## src/rtl/pcc_pkg.sv

```systemverilog
package pcc_pkg;
  localparam int FLAG_W = 3;
  // flag bit positions inside a lane status
  localparam int F_LT = 0;
  localparam int F_EQ = 1;
  localparam int F_GT = 2;
  localparam logic [FLAG_W-1:0] STATUS_EQ = 3'b010;

  // test codes are the set of passing flags, so decode is a simple AND
  typedef enum logic [2:0] {
    TST_FL = 3'd0,
    TST_LT = 3'd1,
    TST_EQ = 3'd2,
    TST_LE = 3'd3,
    TST_GT = 3'd4,
    TST_NE = 3'd5,
    TST_GE = 3'd6,
    TST_TR = 3'd7
  } test_e;
endpackage

```

## src/rtl/pcc_cmp_lane.sv

```systemverilog
module pcc_cmp_lane
  import pcc_pkg::*;
#(
  parameter int DW = 32
) (
  input  logic [DW-1:0]     op_a,
  input  logic [DW-1:0]     op_b,
  output logic [FLAG_W-1:0] status
);
  logic is_lt;
  logic is_eq;

  always_comb begin
    is_lt = $signed(op_a) < $signed(op_b);
    is_eq = (op_a == op_b);
    status        = '0;
    status[F_LT]  = is_lt;
    status[F_EQ]  = is_eq;
    status[F_GT]  = !is_lt && !is_eq;
  end
endmodule

```

## src/rtl/pcc_cc_bank.sv

```systemverilog
module pcc_cc_bank
  import pcc_pkg::*;
#(
  parameter int LANES  = 4,
  parameter int NUM_CC = 2,
  parameter int SEL_W  = 1
) (
  input  logic                              clk,
  input  logic                              rst,
  input  logic                              set_cc,
  input  logic [SEL_W-1:0]                  set_sel,
  input  logic [LANES*FLAG_W-1:0]           new_status,
  output logic [NUM_CC*LANES*FLAG_W-1:0]    cc_flat
);
  localparam int ROW_W = LANES * FLAG_W;

  for (genvar r = 0; r < NUM_CC; r++) begin : g_bank
    logic [ROW_W-1:0] row_q;
    always_ff @(posedge clk) begin
      if (rst) begin
        row_q <= {LANES{STATUS_EQ}};
      end else if (set_cc && (set_sel == SEL_W'(r))) begin
        row_q <= new_status;
      end
    end
    assign cc_flat[r*ROW_W +: ROW_W] = row_q;
  end
endmodule

```

## src/rtl/pcc_test_lane.sv

```systemverilog
module pcc_test_lane
  import pcc_pkg::*;
#(
  parameter int LANES = 4,
  parameter int SWZ_W = 2
) (
  input  logic [LANES*FLAG_W-1:0] cc_row,
  input  logic [SWZ_W-1:0]        swz,
  input  logic [2:0]              test,
  output logic                    pass
);
  logic [FLAG_W-1:0] picked;

  always_comb begin
    picked = cc_row[int'(swz)*FLAG_W +: FLAG_W];
    pass   = |(test & picked);
  end
endmodule

```

## src/rtl/pcc_predicate_unit.sv

```systemverilog
module pcc_predicate_unit
  import pcc_pkg::*;
#(
  parameter int LANES  = 4,
  parameter int DW     = 32,
  parameter int NUM_CC = 2,
  localparam int SEL_W = (NUM_CC > 1) ? $clog2(NUM_CC) : 1,
  localparam int SWZ_W = (LANES > 1) ? $clog2(LANES) : 1
) (
  input  logic                   clk,
  input  logic                   rst,
  input  logic                   set_cc,
  input  logic [SEL_W-1:0]       set_sel,
  input  logic [LANES*DW-1:0]    src_a,
  input  logic [LANES*DW-1:0]    src_b,
  input  logic                   wr_valid,
  input  logic [SEL_W-1:0]       rd_sel,
  input  logic [2:0]             test_code,
  input  logic [LANES*SWZ_W-1:0] cc_swz,
  input  logic [LANES-1:0]       wr_mask,
  output logic [LANES-1:0]       wr_en
);
  localparam int ROW_W = LANES * FLAG_W;

  logic [ROW_W-1:0]               new_status;
  logic [NUM_CC*ROW_W-1:0]        cc_flat;
  logic [ROW_W-1:0]               cc_row;
  logic [LANES-1:0]               lane_pass;
  logic [LANES-1:0]               wr_en_q;

  for (genvar i = 0; i < LANES; i++) begin : g_cmp
    pcc_cmp_lane #(.DW(DW)) u_cmp (
      .op_a   (src_a[i*DW +: DW]),
      .op_b   (src_b[i*DW +: DW]),
      .status (new_status[i*FLAG_W +: FLAG_W])
    );
  end

  pcc_cc_bank #(.LANES(LANES), .NUM_CC(NUM_CC), .SEL_W(SEL_W)) u_bank (
    .clk        (clk),
    .rst        (rst),
    .set_cc     (set_cc),
    .set_sel    (set_sel),
    .new_status (new_status),
    .cc_flat    (cc_flat)
  );

  // read side sees the bank contents from before this cycle's compare
  always_comb begin
    cc_row = cc_flat[int'(rd_sel)*ROW_W +: ROW_W];
  end

  for (genvar i = 0; i < LANES; i++) begin : g_test
    pcc_test_lane #(.LANES(LANES), .SWZ_W(SWZ_W)) u_test (
      .cc_row (cc_row),
      .swz    (cc_swz[i*SWZ_W +: SWZ_W]),
      .test   (test_code),
      .pass   (lane_pass[i])
    );
  end

  always_ff @(posedge clk) begin
    if (rst) begin
      wr_en_q <= '0;
    end else if (wr_valid) begin
      wr_en_q <= wr_mask & lane_pass;
    end else begin
      wr_en_q <= '0;
    end
  end

  assign wr_en = wr_en_q;
endmodule

```

## config.mk

```make
export PLATFORM = sky130hd
export DESIGN_NAME = pcc_predicate_unit
export DESIGN_NICKNAME = d
export VERILOG_FILES = /design/src/rtl/pcc_pkg.sv /design/src/rtl/pcc_cmp_lane.sv /design/src/rtl/pcc_cc_bank.sv /design/src/rtl/pcc_test_lane.sv /design/src/rtl/pcc_predicate_unit.sv
export SDC_FILE = /design/constraint.sdc
export NUM_CORES = 1
export LEC_CHECK = 0
export CAP_MARGIN = 20
export CELL_PAD_IN_SITES_DETAIL_PLACEMENT = 0
export CELL_PAD_IN_SITES_GLOBAL_PLACEMENT = 1
export CORE_ASPECT_RATIO = 0.8
export CORE_UTILIZATION = 25
export DETAILED_ROUTE_END_ITERATION = 10
export PLACE_DENSITY = 0.84
export SETUP_SLACK_MARGIN = 0.05
export SYNTH_ARGS = -nofsm -noshare
export SYNTH_HDL_FRONTEND = slang
export SYNTH_HIERARCHICAL = 1
export SYNTH_SLANG_ARGS = --single-unit
```

## constraint.sdc

```tcl
create_clock -name clk -period 2.4 [get_ports clk]
set_clock_uncertainty 0.15 [all_clocks]
set_input_delay 0.24 -clock clk [delete_from_list [all_inputs] [get_ports clk]]
set_output_delay 0.24 -clock clk [all_outputs]
set_load 0.03 [all_outputs]
```

* Word level (Yosys, flattened, before mapping)
Cells that the tools add are included.
Storage, ports and cells: ROM bits 0, bits in latches 0, word-level logic and storage cells 47, register bits after elaboration 28, bits in writable memories 0, memories kept 0
Cells by class: order comparisons 4, $add $sub $neg 0, bitwise logic cells 7, $mul 5, reduce and logical (&&, ||, !) cells 19, equality and inequality tests 4, mux-type cells 0, shift operators 5, divide/modulo/power cells 0
Operator list (count):
- equality test 32 bit | 4
- less-than comparator 32 bit | 4
- variable part select 12 x 32 -> 3 bit | 4
- variable part select 24 x 6 -> 12 bit | 1
- multiplier 2 x 2 -> 4 bit (second input constant) | 4
- AND 3 bit | 4
- OR reduction 3 bit | 4
- logical NOT 1 bit | 8
- logical AND 1 bit | 6
- AND 4 bit | 1
- multiplier 1 x 2 -> 3 bit (second input constant) | 1
- inverter 1 bit | 2
- OR reduction 2 bit | 1

* Longest topological paths before layout
depth in word-level cells 6, depth in mapped cells 11

* Hierarchy
Netlist, hierarchy kept.
By module, submodules not included:
- pcc_cmp_lane (g_cmp[0].u_cmp ...) | cells an instance 121, instances 3, area an instance 859.6 um^2, sequential area each 0.0 um^2
- pcc_cc_bank | cells an instance 96, instances 1, area an instance 1016.0 um^2, sequential area each 480.5 um^2
- pcc_cmp_lane (g_cmp[1].u_cmp) | cells an instance 117, instances 1, area an instance 869.6 um^2, sequential area each 0.0 um^2
- pcc_test_lane | cells an instance 12, instances 4, area an instance 106.4 um^2, sequential area each 0.0 um^2
- pcc_predicate_unit | cells an instance 21, instances 1, area an instance 304.0 um^2, sequential area each 80.1 um^2

* Least setup slack after synthesis
Ideal clock, no wire load.
path type input to register, from input port src_b[57], to register u_bank.g_bank[1].row_q[3], arrival time 2.074 ns, library setup time 0.122 ns, setup slack 0.054 ns, cell stages on the path 11, data required time 2.128 ns, buffers on the path 1, path through inv_1 -> ha_1 -> a21o_1 -> a221o_1 -> a221oi_2 -> o21ai_1 -> or3_1 -> and2_1 -> buf_4 -> nand2b_1 -> mux2i_1
Between the ends: cells in the longest elaborated chain, start to end 1
RTL lines:
- from (decl) | RTL line pcc_predicate_unit.sv:15 | input logic [LANES*DW-1:0] src_b,
- less-than comparator 32 bit | RTL line pcc_cmp_lane.sv:14 | is_lt = $signed(op_a) < $signed(op_b);
- net g_cmp[1].u_cmp.is_lt | RTL line pcc_cmp_lane.sv:10 | logic is_lt;
- to (signal assigned) | RTL line pcc_cc_bank.sv:21 | row_q <= {LANES{STATUS_EQ}};
- to (signal assigned) | RTL line pcc_cc_bank.sv:23 | row_q <= new_status;
- to (decl) | RTL line pcc_cc_bank.sv:18 | logic [ROW_W-1:0] row_q;
The timed path passes the listed nets, and every way through them passes these cells. A chain may end at the register's enable or synchronous reset.

* Final worst setup path
from input port src_a[54], to register u_bank.g_bank[0].row_q[3]
Between the ends: cells in the longest elaborated chain, start to end 1
RTL lines:
- from (decl) | RTL line pcc_predicate_unit.sv:14 | input logic [LANES*DW-1:0] src_a,
- less-than comparator 32 bit | RTL line pcc_cmp_lane.sv:14
- net new_status[3] | RTL line pcc_predicate_unit.sv:25 | logic [ROW_W-1:0] new_status;
- to (signal assigned) | RTL line pcc_cc_bank.sv:21
- to (signal assigned) | RTL line pcc_cc_bank.sv:23
- to (decl) | RTL line pcc_cc_bank.sv:18
The timed path passes the listed nets, and every way through them passes these cells.

==> impl_results.md <==
* Status: completed
* Max-cap violation count at 0
* Final WS setup at 0.138 ns
* Slew @ Worst Pin at 0.392 ns
* CTS tree: done
* WHS Path Cells at 2
* Post-route ant nets at 0
* Layout Cells excl Fill at 1231
* Reg power frac at 0.202
* Synth Warn # at 6
* Vias in the first global route at 5651
* Layout overhead on the synthesized area at 92.2%
* Antenna violations before repair at 1
* Hold buffers post-CTS at 0
* Worst path bufs/invs at 1
* Reg2Reg Depth at 4
* Vias per cell at 4.57
* Final Hold Viols at 0
* Asr flop ratio synth at 0
* Final Slew Violations at 0
* CP Capture Type: register
* Clock Tree Buf Depth at 2
* Rows at 46
* RSZ-0062 raised after global routing: true
* Worst hold path type: reg2reg
* I/O Buffers at 280
* Pin count of the biggest net entering global routing at 41
* Root buffer cell: clkbuf_16
* Int Pwr at 1.73 mW
* DIE AREA at 21400 sq um
* Sequential-to-total area share from yosys stat at 0.108
* Detailed-route DRC error count at 0
* Critical path's top delay family: simple AND/OR/NAND/NOR gates
* Fmax at 442 MHz
* Mapped Cells at 645
* CP Cell Sequence: clkdlybuf4s50_1, ha_4, a21oi_2, nand2_1, a221oi_2, o21ai_1, or3_4, and2_4, nand2b_4, mux2i_1
* Yosys cell types at 47
* WP data required at 2.38 ns
* Post-synth top flop: dfxtp_1
* EDFF count, synth at 0
* Worst-path clk slew at 0.07 ns
* Pre-antenna DRT Iters at 4
* Clock sink count at 28
* Tcrit/Tclk final at 0.943
* R2R Setup Slk at 0.46 ns
* Dpl hpwl at 14000 microns
* Clk_lat worst skew at 0.26 ns
* Lkg Pwr at 4.99 nW
* Synthesized area at 5190 sq um
* Die Ht at 131 microns
* Final GP Congestion at 0.859
* Maximum VDD drop at 234 uV
* Via count at 5620
* Synth Area per Inst at 8.05 sq um
* Kind of start point of the critical path: primary input
* Syn_nets at 1050
* Grt total ovfl at 0
* Worst hold start: u_bank/g_bank[1].row_q[6]
* Cell Count Post-Placement at 1215
* Clock network fraction of total power at 0.195
* Post-Place Setup Slack at -0.479 ns
* Setup TNS Final at 0 ns
* First-pass GRT wire length at 25900 microns
* CTS buffer count at 3
* Worst slew margin at 0.738
* CORE AREA at 20100 sq um
* Reg-to-reg startpoint: u_bank/g_bank[0].row_q[0]
* Nets at 1372
* Die W at 163 microns
* Commonest non-fill, non-tap cell in the layout: clkdlybuf4s50_1
* Design Power at 2.54 mW
* Most frequent cells in the layout: clkdlybuf4s50_1, dlygate4sd2_1, inv_1, ha_4, dlymetal6s2s_1
* Worst hold endpoint: u_bank/g_bank[1].row_q[6]
* I/O pin total at 281
* Routed WL at 17400 microns
* CP peak stage delay at 0.52 ns
* Initial Util at 0.259
* NetSw at 809 uW
* Wirelength per Cell at 14.2 microns
* FF-to-FF End: wr_en[1]
* PwrDens at 254 nW/um^2
* Setup violators final at 0
* Switching share of power at 0.319
* Tmin final at 2.26 ns
* Seq cells post-synth at 28
* CP Class: in2reg
* CP max stage cell: clkdlybuf4s50_1
* Htree depth at 1
* Critical path arrival at 2.24 ns
* Combinational share of power at 0.603
* Layout cells sized above 1 at 0.300
* 1st-iter DRT viols at 153
* Crit Path Max Fanout at 3
* Gr usage total at 0.147
==> layout make-up <==
type,count,area (sq um)
antenna,1,2.50
clock buffer,3,75.1
clock inverter,1,30.0
fill,1850,10100
inverter,135,507
multi-input combinational,461,5180
sequential,28,561
tap,264,330
timing repair buffer,338,3300
==> stage by stage <==
stage                     hold WS (ns)  area [sq um]  utilization
final                            0.326          9980        0.497
after global routing             0.336          9980        0.497
after CTS                        0.328          9250        0.460
after detailed placement         0.316          8540        0.425
after global placement           0.309          8540        0.425
after floorplan                  0.275          5190            -
==> worst max-delay path by stage <==
stage | from | end | cells past startpoint
3_3_place_gp | src_b[39] | u_bank/g_bank[0].row_q[3] | 12
6_report | src_a[54] | u_bank/g_bank[0].row_q[3] | 10
3_5_place_dp | src_b[39] | u_bank/g_bank[0].row_q[3] | 12
5_1_grt | src_b[89] | u_bank/g_bank[0].row_q[8] | 11
4_1_cts | src_a[62] | u_bank/g_bank[0].row_q[3] | 10
2_1_floorplan | src_b[57] | u_bank/g_bank[1].row_q[3] | 11
==> kinds of logic after synthesis <==
group | synth area share
muxes | 0.132
DFF | 0.108
buffers and inverters | 0.128
and+or+nand+nor | 0.176
adders and majority gates | 0.308
AOI/OAI and AO/OA | 0.149
==> state kept, by name, summed over array words and instances, names as in the netlist <==
name / flops
u_bank/g_bank.row_q: 24
wr_en: 4
==> power groups by stage <==
stage / logic [mW] / clock network, mW / registers [mW]
floorplan: 0.609 / 0 / 0.524
global placement: 1.26 / 0 / 0.523
detailed placement: 1.27 / 0 / 0.524
CTS: 1.38 / 0.508 / 0.513
global route: 1.69 / 0.518 / 0.517
finish: 1.53 / 0.494 / 0.513
==> worst reg2reg max path: cells and delay by family, from the launching register on <==
| family | cells | cell delay, ns |
|---|---|---|
| muxes | 2 | 0.76 |
| AOI/OAI and AO/OA | 1 | 0.43 |
| DFF | 1 | 0.32 |
| and+or+nand+nor | 1 | 0.19 |
==> Yosys cell counts (all sizes together) (5+ instances only) <==
master | number | area [sq um]
ha | 128 | 1600
dfxtp | 28 | 561
a21o | 10 | 77.6
nand2 | 39 | 149
inv | 135 | 507
nand3 | 13 | 65.1
nand4 | 25 | 156
nor2b | 5 | 38.8
mux2 | 12 | 173
buf | 15 | 133
a211oi | 7 | 52.6
mux2i | 42 | 420
nor3b | 8 | 60.1
o21ai | 19 | 95.1
nor4 | 10 | 68.8
nand2b | 29 | 181
clkbuf | 6 | 23.8
a21oi | 49 | 283
nor2 | 15 | 56.3
==> routing by layer <==
layer,global-route usage,vias to the layer above,wire (microns)
li1,-,2908,-
met1,0.187,2519,7540
met2,0.266,187,8580
met3,0.0262,6,1200
met4,0.0159,0,92
met5,0,-,0
==> what timing repair did <==
action | 4_1_cts | 5_1_grt
gates resized for setup | 186 | 177
pin swaps | 74 | 90
gates cloned | 0 | 0
endpoints found under the setup margin | 19 | 21
buffers inserted | 10 | 1
(Power assumes the default switching activity.)
